<file path="src/rtl/dma_irq_pkg.sv">
package dma_irq_pkg;
  localparam int DATA_W = 32;
  localparam int STAT_W = 12;
  localparam int NREG   = 6;

  // status bit positions
  localparam int BIT_BADACC   = 0;
  localparam int BIT_SRC_DONE = 1;
  localparam int BIT_DST_DONE = 2;
  localparam int BIT_SRC_ACCT = 4;
  localparam int BIT_DST_ACCT = 5;

  // word offsets
  localparam int OFS_STAT = 0;
  localparam int OFS_MASK = 1;
  localparam int OFS_UNMASK = 2;
  localparam int OFS_DOMASK = 3;
  localparam int OFS_SCNT = 4;
  localparam int OFS_DCNT = 5;

  // sticky bits: a set beats a clear in the same cycle
  function automatic logic [STAT_W-1:0] sticky_next(input logic [STAT_W-1:0] cur,
                                                    input logic [STAT_W-1:0] clr,
                                                    input logic [STAT_W-1:0] set);
    return (cur & ~clr) | set;
  endfunction

  function automatic logic [STAT_W-1:0] mask_next(input logic [STAT_W-1:0] cur,
                                                  input logic [STAT_W-1:0] unm,
                                                  input logic [STAT_W-1:0] dom);
    return (cur & ~unm) | dom;
  endfunction
endpackage

</file>
<file path="src/rtl/irq_bus_decode.sv">
module irq_bus_decode
  import dma_irq_pkg::*;
#(
  parameter int ADDR_W = 4
) (
  input  logic              bus_en,
  input  logic              bus_we,
  input  logic [ADDR_W-1:0] bus_addr,
  output logic [NREG-1:0]   wr_hit,
  output logic [NREG-1:0]   rd_hit,
  output logic              bad_acc
);
  logic [NREG-1:0] hit;

  always_comb begin
    hit = '0;
    for (int i = 0; i < NREG; i++) begin
      hit[i] = bus_en && (bus_addr == ADDR_W'(i));
    end
  end

  assign wr_hit  = bus_we ? hit : '0;
  assign rd_hit  = bus_we ? '0 : hit;
  assign bad_acc = bus_en && !(|hit);
endmodule

</file>
<file path="src/rtl/irq_status_reg.sv">
module irq_status_reg
  import dma_irq_pkg::*;
(
  input  logic              clk,
  input  logic              rst_n,
  input  logic [STAT_W-1:0] clr,
  input  logic [STAT_W-1:0] set,
  output logic [STAT_W-1:0] stat_q
);
  always_ff @(posedge clk or negedge rst_n) begin
    if (!rst_n) stat_q <= '0;
    else        stat_q <= sticky_next(stat_q, clr, set);
  end
endmodule

</file>
<file path="src/rtl/irq_mask_reg.sv">
module irq_mask_reg
  import dma_irq_pkg::*;
(
  input  logic              clk,
  input  logic              rst_n,
  input  logic [STAT_W-1:0] unmask,
  input  logic [STAT_W-1:0] domask,
  output logic [STAT_W-1:0] mask_q
);
  always_ff @(posedge clk or negedge rst_n) begin
    if (!rst_n) mask_q <= '1;
    else        mask_q <= mask_next(mask_q, unmask, domask);
  end
endmodule

</file>
<file path="src/rtl/irq_acct_counter.sv">
module irq_acct_counter #(
  parameter int CNT_W = 8
) (
  input  logic             clk,
  input  logic             rst_n,
  input  logic             inc,
  input  logic             rd_clr,
  output logic [CNT_W-1:0] cnt_q,
  output logic             wrap
);
  // a read empties the counter; a completion in the same cycle lands after it
  function automatic logic [CNT_W-1:0] acct_next(input logic [CNT_W-1:0] cur,
                                                 input logic up, input logic rd);
    if (rd) return up ? CNT_W'(1) : '0;
    return up ? cur + CNT_W'(1) : cur;
  endfunction

  assign wrap = inc && !rd_clr && (&cnt_q);

  always_ff @(posedge clk or negedge rst_n) begin
    if (!rst_n) cnt_q <= '0;
    else        cnt_q <= acct_next(cnt_q, inc, rd_clr);
  end
endmodule

</file>
<file path="src/rtl/dma_irq_ctrl.sv">
module dma_irq_ctrl
  import dma_irq_pkg::*;
#(
  parameter int ADDR_W = 4,
  parameter int CNT_W  = 8
) (
  input  logic              clk,
  input  logic              rst_n,
  input  logic              bus_en,
  input  logic              bus_we,
  input  logic [ADDR_W-1:0] bus_addr,
  input  logic [DATA_W-1:0] bus_wdata,
  output logic [DATA_W-1:0] bus_rdata,
  input  logic [STAT_W-1:0] hw_evt,
  input  logic              src_dscr_done,
  input  logic              dst_dscr_done,
  output logic              irq_o
);
  localparam int NSIDE = 2;

  logic [NREG-1:0]   wr_hit, rd_hit;
  logic              bad_acc;
  logic [STAT_W-1:0] stat_q, mask_q, stat_set, stat_clr, unmask, domask;
  logic [NSIDE-1:0]  side_inc, side_rd, side_wrap;
  logic [CNT_W-1:0]  side_cnt [NSIDE];

  // named events for the checker
  logic             src_inc, dst_inc, src_rd, dst_rd, src_wrap, dst_wrap;
  logic [CNT_W-1:0] src_cnt, dst_cnt;

  irq_bus_decode #(.ADDR_W(ADDR_W)) u_dec (
    .bus_en  (bus_en),
    .bus_we  (bus_we),
    .bus_addr(bus_addr),
    .wr_hit  (wr_hit),
    .rd_hit  (rd_hit),
    .bad_acc (bad_acc)
  );

  assign side_inc = {dst_dscr_done, src_dscr_done};
  assign side_rd  = {rd_hit[OFS_DCNT], rd_hit[OFS_SCNT]};

  for (genvar s = 0; s < NSIDE; s++) begin : g_side
    irq_acct_counter #(.CNT_W(CNT_W)) u_cnt (
      .clk   (clk),
      .rst_n (rst_n),
      .inc   (side_inc[s]),
      .rd_clr(side_rd[s]),
      .cnt_q (side_cnt[s]),
      .wrap  (side_wrap[s])
    );
  end

  assign src_inc  = side_inc[0];
  assign dst_inc  = side_inc[1];
  assign src_rd   = side_rd[0];
  assign dst_rd   = side_rd[1];
  assign src_wrap = side_wrap[0];
  assign dst_wrap = side_wrap[1];
  assign src_cnt  = side_cnt[0];
  assign dst_cnt  = side_cnt[1];

  always_comb begin
    stat_set = hw_evt;
    stat_set[BIT_BADACC]   = stat_set[BIT_BADACC]   | bad_acc;
    stat_set[BIT_SRC_DONE] = stat_set[BIT_SRC_DONE] | src_inc;
    stat_set[BIT_DST_DONE] = stat_set[BIT_DST_DONE] | dst_inc;
    stat_set[BIT_SRC_ACCT] = stat_set[BIT_SRC_ACCT] | src_wrap;
    stat_set[BIT_DST_ACCT] = stat_set[BIT_DST_ACCT] | dst_wrap;
  end

  assign stat_clr = wr_hit[OFS_STAT]   ? bus_wdata[STAT_W-1:0] : '0;
  assign unmask   = wr_hit[OFS_UNMASK] ? bus_wdata[STAT_W-1:0] : '0;
  assign domask   = wr_hit[OFS_DOMASK] ? bus_wdata[STAT_W-1:0] : '0;

  irq_status_reg u_stat (
    .clk   (clk),
    .rst_n (rst_n),
    .clr   (stat_clr),
    .set   (stat_set),
    .stat_q(stat_q)
  );

  irq_mask_reg u_mask (
    .clk   (clk),
    .rst_n (rst_n),
    .unmask(unmask),
    .domask(domask),
    .mask_q(mask_q)
  );

  always_ff @(posedge clk or negedge rst_n) begin
    if (!rst_n) irq_o <= 1'b0;
    else        irq_o <= |(stat_q & ~mask_q);
  end

  always_comb begin
    bus_rdata = '0;
    if (rd_hit[OFS_STAT]) bus_rdata = DATA_W'(stat_q);
    if (rd_hit[OFS_MASK]) bus_rdata = DATA_W'(mask_q);
    if (rd_hit[OFS_SCNT]) bus_rdata = DATA_W'(src_cnt);
    if (rd_hit[OFS_DCNT]) bus_rdata = DATA_W'(dst_cnt);
  end
endmodule

</file>
<file path="config.mk">
export PLATFORM = sky130hd
export DESIGN_NAME = dma_irq_ctrl
export DESIGN_NICKNAME = d
export VERILOG_FILES = /design/src/rtl/dma_irq_pkg.sv /design/src/rtl/irq_bus_decode.sv /design/src/rtl/irq_status_reg.sv /design/src/rtl/irq_mask_reg.sv /design/src/rtl/irq_acct_counter.sv /design/src/rtl/dma_irq_ctrl.sv
export SDC_FILE = /design/constraint.sdc
export NUM_CORES = 1
export LEC_CHECK = 0
export ABC_AREA = 1
export BUFFER_PORTS_ARGS = -buffer_cell sky130_fd_sc_hd__buf_4
export CAP_MARGIN = 20
export CORE_UTILIZATION = 30
export DETAILED_ROUTE_END_ITERATION = 16
export PLACE_DENSITY = 0.55
export SLEW_MARGIN = 5
export SYNTH_ARGS = -nofsm -noshare
export SYNTH_HDL_FRONTEND = slang
export SYNTH_SLANG_ARGS = --single-unit
</file>
<file path="constraint.sdc">
create_clock -name clk -period 1.7 [get_ports clk]
set_clock_uncertainty 0.2 [all_clocks]
set_input_delay 0.34 -clock clk [delete_from_list [all_inputs] [get_ports clk]]
set_output_delay 0.34 -clock clk [all_outputs]
set_load 0.005 [all_outputs]
</file>
==> results of run 1 <==
==> power by group <==
part | switching [mW] | internal [mW] | total, mW
Combinational | 0.461 | 0.377 | 0.839
Clock | 0.361 | 0.584 | 0.945
Sequential | 0.337 | 1.27 | 1.60
Total | 1.16 | 2.23 | 3.39
==> cell usage after synthesis (all sizes together) <==
cell type and n:
nand2 98, inv 50, nand3 36, nor2 34, dfrtp 29, o21ai 25
buf 24, dfstp 12, nand4 12, nor3 8, o21bai 8, a21oi 7
o22ai 3, ha 2, xor2 2, a31oi 1, clkbuf 1, conb 1
nand3b 1, nor3b 1, xnor2 1
==> cell usage in the layout (no fill, tap or decap), types with 3 or more instances in the layout <==
master | Yosys | routed
dfrtp_1 | 29 | 29
buf_4 | 21 | 71
clkbuf_8 | 0 | 5
dfstp_2 | 12 | 12
nand2_4 | 2 | 5
nand4_1 | 12 | 12
nor2_4 | 1 | 5
nand3_2 | 1 | 14
nand2_2 | 1 | 8
conb_1 | 1 | 20
a21oi_1 | 7 | 7
o21ai_0 | 23 | 22
buf_8 | 0 | 3
nor2_1 | 28 | 26
nand2_1 | 95 | 84
nand3_1 | 35 | 22
nor3_1 | 7 | 7
buf_6 | 1 | 4
inv_2 | 4 | 5
o21bai_1 | 8 | 8
inv_1 | 46 | 43
==> metrics by stage <==
stage | area [um^2] | setup TNS [ns] | total power [mW] | instances
after floorplan | 2665 | 0 | 2.073 | 375
after global placement | 3166 | -1.646 | 2.360 | 527
after detailed placement | 3166 | -1.582 | 2.379 | 527
after CTS | 3517 | -0.4604 | 3.395 | 543
after global routing | 3591 | -0.8899 | 3.618 | 545
final | 3591 | -0.3366 | 3.386 | 545
==> worst max path at each step <==
stage	cells after the start	slack (ns)	start	end
floorplan	6	0.06	bus_addr[0]	bus_rdata[8]
global placement	8	-0.16	bus_addr[3]	bus_rdata[10]
detailed placement	8	-0.15	bus_addr[3]	bus_rdata[2]
CTS	8	-0.06	bus_addr[2]	bus_rdata[7]
global route	8	-0.11	bus_addr[3]	bus_rdata[5]
finish	8	-0.06	bus_addr[3]	bus_rdata[5]
==> layer usage <==
metal	share of wire (%)	vias up	wire [um]
met1	47	1209	3322
met3	3.8	4	265
met4	0.56	0	39
li1	-	1268	-
met2	48	54	3391
met5	0	-	0
==> area by class of cell <==
cell class	instances	area [um^2]	share of cell area, %
multi-input cells	260	1419	39.51
flip-flops and latches	41	1041	28.99
repair buffers	81	673.1	18.75
inverters	50	192.7	5.366
well taps	105	131.4	3.659
clock buffers	5	68.82	1.916
clock inverters	3	65.06	1.812
==> critical path: cells and delay by family <==
kind                   cells  cell delay [ns]
AND/OR/NAND/NOR            4             0.41
buffers and inverters      4             0.45
==> flip-flops by register name (all words and copies together), names as in the netlist <==
name	flops
g_side.u_cnt.cnt_q	16
irq_o	1
u_mask.mask_q	12
u_stat.stat_q	12
==> timing repair <==
item                                    4_1_cts  5_1_grt
hold buffers                                  1        0
cloned                                        1        0
endpoints found under the hold margin        29        0
buffers inserted                              6        2
resized for setup                            40       13
pin swaps                                    17       11
endpoints found under the setup margin       12       12
==> cells by family after synthesis <==
kind of cell               after synthesis  share of synthesized area (%)
buffers and inverters                   75                          14.29
xor gates and xnor gates                 3                          1.014
DFF                                     41                          40.15
AOI/OAI and AO/OA                       44                          9.460
other                                    1                         0.1446
and+or+nand+nor                        190                          33.98
adders and majority gates                2                         0.9651
==> run summary, run 1 <==
The worst setup path is launched from a primary input. STA puts the critical path data required time at 1.16 ns. Category of the critical setup timing path: in2out. The slowest stage cell on the critical path is buf_6. The logs give 0 for the final hold violation count and -0.06329 ns for the worst-case setup margin in the final layout. The via count of the first global-routing pass is 2391.

The critical register-to-register path endpoint was g_side[0].u_cnt.cnt_q[6]$_DFFE_PN0P_. The tools report the deepest clock path buffer count as 2. Before CTS, the worst setup slack after placement is -0.1500 ns. Setup repair after global routing could not meet its margin everywhere. Global routing finished with a remaining overflow of 0. The net count of the finished layout is 495. Counting the fill cells in the layout gives 833. Derived from the worst setup path, the maximum achievable clock frequency is 567.1 MHz.

The measured slew at the worst slew-check pin works out to 0.5448 ns. dfrtp_1 takes more of the synthesized area than any other cell. In the global route stage, overall resource usage came out at 16.17%. The final reports fail on negative setup slack. The per-cell via count in the routed design came out at 4.651. Cell occurring most often along the worst timing path: nor2_4. The floorplan has 33 rows. Counting cells, the worst reg-to-reg path comes to 7. The path with the worst hold slack has its endpoint at u_stat.stat_q[5]$_DFF_PN0_. The pin count of the biggest net entering global routing was 42. Hold is met by 0.02140 ns.

STA classifies the critical path endpoint as an output pin. The tools report the max-slew violation count as 0. Relative to the synthesized area, the layout overhead comes to 38.51%. The static power due to leakage was 1.856 nW; the number of library cell types mapped by synthesis was 32. The first-pass GRT wire length came out at 11.13 mm. The synthesized area divided by synthesized cell count is 7.282 um^2, and the count of unresolved DRC violations after routing is 0. Across the VDD grid, the largest voltage drop is 0.4835 mV. The placeable core region came out at 8299 um^2.

The post-route minimum period was 1.763 ns. Once layout is complete, the utilization of the core stands at 43.27%. The first detailed-routing pass ran for 4 iterations.

Worst hold path class: in2reg. The register bit total from synthesis works out to 41. The number of clock buffers added by TritonCTS is 5.

0 antenna diodes ended up in the layout. The total of endpoints with negative setup slack in the final report came out at 9. In this run the horizontal extent of the chip is 94.96 um.

In this run the count of I/O pins placed on the die edge is 87. Across all register-to-register paths, the minimum setup slack is 0.22 ns. The tools report the worst slew slack as a fraction of its limit as 63.68%. After detailed routing, the total wire length is 7.018 mm. The share of cells above drive strength 1 was 33.64%; the met3 track demand over resource was 2.335%. The run gives 0 as the total number of yosys warnings. The peak-usage layer in the global routing report was met2.

The number of antenna violations at the first check in global routing was 0. After technology mapping, the gate count stands at 356. Summed over its instances, the top area cell type makes up 27.99% of the synthesized netlist area. The count of buffers inserted at the top-level ports works out to 46. For the starting density of the core, the log shows 31.24%.

The floorplan step set the die height to 94.96 um. For this run, global-route usage on met1 was measured as 22.73%. The met2 layer usage reported by global route is 26.38%, and the post-DP HPWL is 5.160 mm. Walking the worst path, the cells encountered are buf_8, nor2_4, inv_2, nor2_4, buf_6, nand3_2, nand4_1, buf_4. The tools report the clock net sink count as 41.

The die covers 9017 um^2. Clock-pin slew was measured on the worst setup and hold paths at 0.09 ns. The number of H-tree levels came out at 2. The run gives 0.8261 as the last weighted congestion value of the routability-driven placer. Dividing the detail-routed wire length by the instance count gives 12.88 um. The instance count along the most critical hold path was 3. In this design, the stage delay of the slowest critical-path cell is 0.16 ns. Of the available clock period, the critical path in the final layout requires 103.7%.

Max-cap violations in this run came to 0. At the worst endpoint, the arrival time is 1.22 ns. After synthesis, the cell types taking the most area are dfrtp_1, nand2_1, dfstp_2. The first-iteration detailed-routing DRC count came out at 86. Worst reg2reg path startpoint: g_side[0].u_cnt.cnt_q[0]$_DFFE_PN0P_. Once detail routing completed, the nets flagged for antenna violations numbered 0. Of all nets on the critical path, the largest fanout is 8. The run gives 2535 as the number of vias in the routed layout.

The tools report the share of the yosys chip area belonging to registers as 40.15%. TritonCTS built the clock tree. Summing every instance area after synthesis gives 2592 um^2. For this design the ratio of total power to cell area is 943.0 nW/um^2. The tools report the clock latency at the later pin of the worst-skew pair as 0.30 ns. The flow ran to the end, but the final reports show violations. The tools report the startpoint of the tightest hold check path as hw_evt[5]. The cell at the root of the clock tree is clkbuf_8.
Power figures use the tool's default switching activity.
==> run 2: changes to the inputs <==
Settings changed: TNS_END_PERCENT set to 5.
==> run summary, run 2 (synthesis results as in run 1) <==
The length of the first detailed-routing pass in iterations was 4 (unchanged); the number of vias in the routed layout was 2531 (-0.16%). The tools report the met3 track demand over resource as 2.335% (unchanged). The run gives 572.0 MHz (+0.85%) as the maximum achievable frequency.

The cell area after layout is 3548 um^2 (-1.2%). The maximum fanout along the worst path came out at 8 (unchanged). g_side.u_cnt.cnt_q holds more flip-flops than any other register. The worst slew slack as a fraction of its limit came out at 63.69% (about the same).

First-iteration detailed-routing DRC count: 112 (+30%). The final hold violation count is 0 (unchanged), and the worst hold slack after final layout is 0.02036 ns (-0.001048 ns). The starting density of the core is 31.24% (unchanged), and the max-slew violation count is 0 (unchanged). For the global-route usage over all layers, the log shows 16.07% (-0.10 points). The run gives 5 (unchanged) as the number of CTS-inserted buffers. For the number of maximum-capacitance constraint violations, the log shows 0 (unchanged). In the final layout, the registers with the most flip-flops are g_side.u_cnt.cnt_q: 16 flops, u_mask.mask_q: 12 flops, u_stat.stat_q: 12 flops. Most common cell after layout, fill and taps aside: nand2_1.

The tools report the die outline area as 9017 um^2 (unchanged). The average wire length per cell after detail routing was 12.74 um (-1.0%). The met1 usage in global routing was 22.78% (+0.050 points). The run gives 0.8261 (unchanged) as the last weighted congestion value of the routability-driven placer. The worst hold path class is in2reg. The startpoint of the tightest hold check path is hw_evt[5]. The static power due to leakage came out at 1.833 nW (-1.3%). The number of H-tree levels came out at 2 (unchanged). The tools report the number of I/O pins as 87 (unchanged).

The clock net sink count was 41 (unchanged); the chip width was 94.96 um (unchanged). The tools report the via count of the first global-routing pass as 2379 (-0.50%). Setup repair after global routing could not meet its margin everywhere. TritonCTS built the clock tree. The logs give 0.4842 mV (+0.15%) for the worst supply voltage drop on vdd and 0 (unchanged) for the number of nets with antenna violations after detailed routing. The post-route minimum period was 1.748 ns (-0.01490 ns); the number of nets in the final layout was 494 (-0.20%). The total of endpoints with negative setup slack in the final report came out at 8 (-1). The worst setup path is captured at an output pin. The measured slew at the worst slew-check pin is 0.5446 ns (-0.0001520 ns). The met2 layer usage reported by global route was 25.96% (-0.42 points). The total overflow reported by the global router was 0 (unchanged).

The deepest clock path buffer count came out at 2 (unchanged). The non-filler instance count after layout was 544 (-0.18%). The overall die height is 94.96 um (unchanged). The fraction of the cycle the final worst path needs is 102.8% (-0.88 points), and the count of unresolved DRC violations after routing is 0 (unchanged).

The clock transition time at the flip-flop clock pins of the worst setup and hold paths was 0.09 ns (about the same); the critical path required time was 1.16 ns (about the same). For the first-pass GRT wire length, the log shows 11.05 mm (-0.68%). In this run the worst setup path begins at bus_addr[3].

The top cell types in the final layout, fill and taps aside, are nand2_1, buf_4, inv_1. For the number of placement rows, the log shows 33 (unchanged). The root buffer cell chosen for the clock tree is clkbuf_8. The share of cells above drive strength 1 came out at 31.66% (-2.0 points).

The checks that failed: negative setup slack. After global routing, the most crowded layer is met2. For the post-DP HPWL, the log shows 5.160 mm (unchanged). The run gives 527 (unchanged) as the placed instance count.

The tools report the startpoint kind of the worst setup timing path as a primary input. The number of flip-flops under the largest register name is 16 (unchanged), and the per-cell via count in the routed design is 4.653 (about the same). The total wirelength of the detailed-routed design was 6.933 mm (-1.2%). The flow ran to the end, but the final reports show violations. The run gives 1.21 ns (about the same) as the arrival time reported for the critical path endpoint. The worst reg2reg path startpoint is g_side[0].u_cnt.cnt_q[0]$_DFFE_PN0P_. The antenna cell count was 0 (unchanged). The category of the critical setup timing path was in2out. The tools report the number of fill cells as 839 (+0.72%).

The tools report the worst-case setup margin in the final layout as -0.04839 ns (+0.01490 ns). Clock latency at the later pin of the worst-skew pair: 0.30 ns (about the same). The count of buffers inserted at the top-level ports was 46 (unchanged). The tools report the placed instance area as 3166 um^2 (unchanged). The placeable core region was 8299 um^2 (unchanged). The pin count of the biggest net entering global routing is 42 (unchanged). Compared with the post-synthesis result, the final layout area differs by 36.87%. The number of antenna violations at the first check in global routing is 0 (unchanged), and the power per cell area is 951.5 nW/um^2 (+0.90%).
==> run 2: cell types whose count changed in the layout (fill, tap and decap cells not counted) <==
| cell | delta |
|---|---|
| nand2_1 | +3 |
| nand3_1 | +3 |
| nand3_2 | -3 |
| nand2_2 | -2 |
| o21ai_1 | +2 |
| o21ai_2 | -2 |
| buf_4 | -1 |
| nand2_4 | -1 |
==> run 2: routing by layer <==
layer | up-vias | part of all wire, %
met2 | 64 | 48
li1 | 1267 | -
met5 | - | 0
met3 | 4 | 4.0
met1 | 1196 | 48
met4 | 0 | 0.56
==> run 2: per-stage QoR <==
step                worst slack, ns  TNS, ns  utilization, %  power (mW)
detailed placement          -0.1500   -1.582           38.14       2.379
global placement            -0.1603   -1.646           38.14       2.360
floorplan                   0.06190        0               -       2.073
CTS                        -0.05696  -0.4641           42.20       3.393
global route                -0.1019  -0.8945           42.76       3.611
finish                     -0.04839  -0.2351           42.76       3.376
==> run 2: what timing repair did <==
| item | 4_1_cts | 5_1_grt |
|---|---|---|
| endpoints found under the setup margin | 12 | 12 |
| hold buffers | 1 | 0 |
| cloned | 1 | 0 |
| pin swaps | 16 | 11 |
| hold endpoints to repair | 29 | 0 |
| resized for setup | 38 | 6 |
| setup buffers | 5 | 2 |
==> run 2: final cells by class <==
class                      instances  area [um^2]  share of cell area (%)
clock buffer                       5        68.82                   1.939
tap                              105        131.4                   3.702
multi-input combinational        260         1384                   39.00
sequential                        41         1041                   29.34
clock inverter                     3        65.06                   1.834
inverter                          50        192.7                   5.430
timing repair buffer              80        665.6                   18.76
==> run 2: path summary, 6_finish.rpt <==
path,cells past startpoint,slack [ns],to
setup / recovery,8,-0.05,bus_rdata[7]
hold / removal,3,0.02,u_stat.stat_q[5]$_DFF_PN0_
setup reg to reg,7,0.23,g_side[0].u_cnt.cnt_q[6]$_DFFE_PN0P_
hold reg to reg,2,0.29,u_mask.mask_q[8]$_DFF_PN1_
max in group asynchronous,2,0.55,u_mask.mask_q[0]$_DFF_PN1_
min in group asynchronous,2,0.38,u_stat.stat_q[4]$_DFF_PN0_
==> run 2: worst max-delay path, stage by stage <==
cell and delay [ns]:
buf_8 0.10, nor2_4 0.13, inv_2 0.07, nor2_4 0.10
buf_6 0.15, nand3_2 0.06, nand4_1 0.12, buf_4 0.13
==> run 2: where the power goes <==
part / internal, mW / switching (mW) / total, mW
Clock: 0.584 / 0.362 / 0.946
Sequential: 1.26 / 0.331 / 1.60
Combinational: 0.376 / 0.458 / 0.834
==> run 3: changes to the inputs <==
Settings changed: PLACE_DENSITY 0.55 to 0.57.
Clock period 1.7 ns to 1.5 ns, I/O delays scaled along.
==> run summary, run 3 (synthesis results as in run 1) <==
The flow ran to the end, but the final reports show violations. The final reports fail on negative setup slack. The arrival time reported for the critical path endpoint was 1.20 ns (about the same); the number of placement rows was 33 (unchanged).

The tools report the count of unresolved DRC violations after routing as 0 (unchanged). The run gives 42 (unchanged) as the pin count of the biggest net entering global routing. The tools report the die outline area as 9017 um^2 (unchanged). The cell occurring most often along the worst timing path is nor2_4. The chip width came out at 94.96 um (unchanged). The reg-to-reg setup timing slack is 0.09 ns (-0.14 ns). The proportion of total power due to net switching was 36.43% (+2.3 points); the global-route usage over all layers was 16.48% (+0.41 points). Average wire length per cell after detail routing: 12.59 um (-1.2%).

The via count of the first global-routing pass is 2441 (+2.6%), and the placeable core region is 8299 um^2 (unchanged). In the finished design, the share of the clock period the worst path needs comes to 113.4%. Total overflow reported by the global router: 0 (unchanged). The most common cell after layout, fill and taps aside was nand2_1. Biggest cell delay along the critical path: 0.14 ns (about the same). The length of the first detailed-routing pass in iterations was 4 (unchanged). In this run the critical register-to-register path is captured at g_side[0].u_cnt.cnt_q[6]$_DFFE_PN0P_.

The number of antenna violations at the first check in global routing was 0 (unchanged). The design internal power was 2.302 mW (+3.5%); the number of flip-flops under the largest register name was 16 (unchanged). The per-cell via count in the routed design works out to 4.516 (-2.9%). The first-iteration detailed-routing DRC count came out at 102 (-8.9%).

The run gives 33 (+25) as the total of endpoints with negative setup slack in the final report. Number of I/O pins: 87 (unchanged). The clock net sink count came out at 41 (unchanged).

The run gives 3203 um^2 (+1.2%) as the placed instance area. Power per cell area: 995.0 nW/um^2 (+4.6%). TritonCTS built the clock tree.

The number of maximum-capacitance constraint violations is 0 (unchanged). For the number of nets with antenna violations after detailed routing, the log shows 0 (unchanged). The number of vias in the routed layout came out at 2529 (-0.079%). Setup repair after global routing could not meet its margin everywhere.

The tools report the number of fill cells as 834 (-0.60%). The worst hold slack after final layout came out at 0.001443 ns (-0.01891 ns). The tools report the max-slew violation count as 0 (unchanged). The clock latency at the later pin of the worst-skew pair came out at 0.30 ns (about the same). The largest registers in the layout are g_side.u_cnt.cnt_q: 16 flops, u_mask.mask_q: 12 flops, u_stat.stat_q: 12 flops.

The post-route minimum period was 1.701 ns; the maximum achievable frequency was 587.9 MHz. The critical path required time was 1.00 ns (-0.16 ns). The tools report the static power due to leakage as 1.882 nW (+2.7%). CTS placed an instance of clkbuf_8 at the clock tree root. The number of cells traversed by the worst register-to-register path is 7 (unchanged). The tools report the total wirelength of the detailed-routed design as 7.052 mm (+1.7%).

The antenna cell count is 0 (unchanged). Counting flops per register, the top entry is g_side.u_cnt.cnt_q. The met3 layer wire length in the routed design is 323 um (+15%).

The count of buffers inserted at the top-level ports works out to 46 (unchanged). The tools report the final hold violation count as 0 (unchanged). Among all stages on the critical path, the largest delay is contributed by nor2_4. Category of the critical setup timing path: in2out. The wire length on met1 is 3.459 mm (+4.5%). The overall die height was 94.96 um (unchanged); the starting density of the core was 31.24% (unchanged). The worst-case setup margin in the final layout was -0.2009 ns (-0.1525 ns).

The tools report the worst slew slack as a fraction of its limit as 63.52% (-0.17 points). Worst hold path class: in2reg. The maximum fanout along the worst path is 8 (unchanged), and the number of H-tree levels is 2 (unchanged). The signed area change from the synthesized netlist to the final layout is 40.40%, and the cell area after layout is 3640 um^2 (+2.6%). The run gives 0.3935 mV (-19%) as the worst supply voltage drop on vdd. For the switching component of the power, the log shows 1.319 mW (+15%).

The run gives 28.6% (+3.9 points) as the part of the power in combinational logic. The sort of element at the end of the critical path was an output pin. For the amount of wire on met2 after detailed routing, the log shows 3.212 mm (-2.8%). The clock share of power is 21.9% (-6.1 points).

The detailed router used layers up to and including met4. The clock transition time at the flip-flop clock pins of the worst setup and hold paths came out at 0.08 ns (about the same). In this run the worst setup path begins at bus_addr[3].

The number of CTS-inserted buffers was 5 (unchanged). The first-pass GRT wire length came out at 11.47 mm (+3.7%). In the layout the commonest cells are nand2_1, buf_4, inv_1.

For the deepest clock path buffer count, the log shows 2 (unchanged). The tools report the post-DP HPWL as 5.171 mm (+0.21%). STA classifies the critical path startpoint as a primary input. The share of power burned in registers was 49.5% (+2.2 points). The most critical setup path has its endpoint at bus_rdata[3]. The signal on the critical path passes through buf_8, nor2_4, inv_2, nor2_4, buf_6, nand3_1, nand4_1, buf_4. The number of nets in the final layout was 510 (+3.2%); the last weighted congestion value of the routability-driven placer was 0.8737 (+5.8%).

The worst reg2reg path startpoint is g_side[0].u_cnt.cnt_q[0]$_DFFE_PN0P_. The share of cells above drive strength 1 is 33.63% (+2.0 points). The measured slew at the worst slew-check pin is 0.5471 ns (+0.002513 ns).
run 3: worst min-delay path by stage:
stage,start,cells past startpoint,slack (ns),end
after detailed placement,rst_n,1,0.12,g_side[0].u_cnt.cnt_q[0]$_DFFE_PN0P_
after floorplan,rst_n,0,-0.20,g_side[0].u_cnt.cnt_q[0]$_DFFE_PN0P_
after CTS,bus_wdata[6],3,0.0002,u_mask.mask_q[6]$_DFF_PN1_
after global placement,rst_n,1,0.12,g_side[0].u_cnt.cnt_q[0]$_DFFE_PN0P_
final,bus_wdata[6],3,0.001,u_mask.mask_q[6]$_DFF_PN1_
after global routing,hw_evt[9],2,0.002,u_stat.stat_q[9]$_DFF_PN0_
run 3: cell type report:
type,count,area (um^2),area share (%)
Multi-Input combinational cell,260,1363,37.44
Clock buffer,6,82.58,2.269
Timing Repair Buffer,96,808.3,22.21
Clock inverter,2,13.76,0.3781
Sequential cell,41,1049,28.81
Tap cell,105,131.4,3.609
Inverter,50,192.7,5.294
run 3: repair_timing:
item / in CTS / in global routing
setup buffers: 11 / 1
setup endpoints to repair: 12 / 38
hold buffers: 10 / 0
gates cloned: 1 / 0
gates resized for setup: 33 / 14
pin swaps: 8 / 5
endpoints found under the hold margin: 38 / 0
run 3: metal layers:
layer	vias up	GRT usage [%]
met3	6	2.818
met5	-	0
met1	1172	22.97
met4	0	3.157
li1	1299	-
met2	52	26.80
run 3: critical path, delay by kind of cell:
kind	cells	cell delay (ns)
and+or+nand+nor	4	0.45
buffers and inverters	4	0.44
run 3: power groups by stage:
| stage | clock, mW | sequential [mW] | combinational, mW |
|---|---|---|---|
| 4_1_cts | 0.810 | 1.78 | 1.02 |
| 3_5_place_dp | 0 | 1.81 | 0.916 |
| 2_1_floorplan | 0 | 1.68 | 0.672 |
| 6_report | 0.793 | 1.79 | 1.04 |
| 5_1_grt | 0.854 | 1.84 | 1.21 |
| 3_3_place_gp | 0 | 1.80 | 0.892 |
run 3: per-stage QoR:
stage          instances  TNS, ns  power [mW]  util [%]  setup WS (ns)
6_report             560   -3.374       3.621     43.86        -0.2009
5_1_grt              560   -5.616       3.906     43.86        -0.2584
4_1_cts              559   -2.253       3.610     43.46        -0.1911
3_5_place_dp         529   -4.872       2.726     38.59        -0.3093
3_3_place_gp         529   -4.343       2.696     38.59        -0.2801
2_1_floorplan        375        0       2.352         -       0.002821
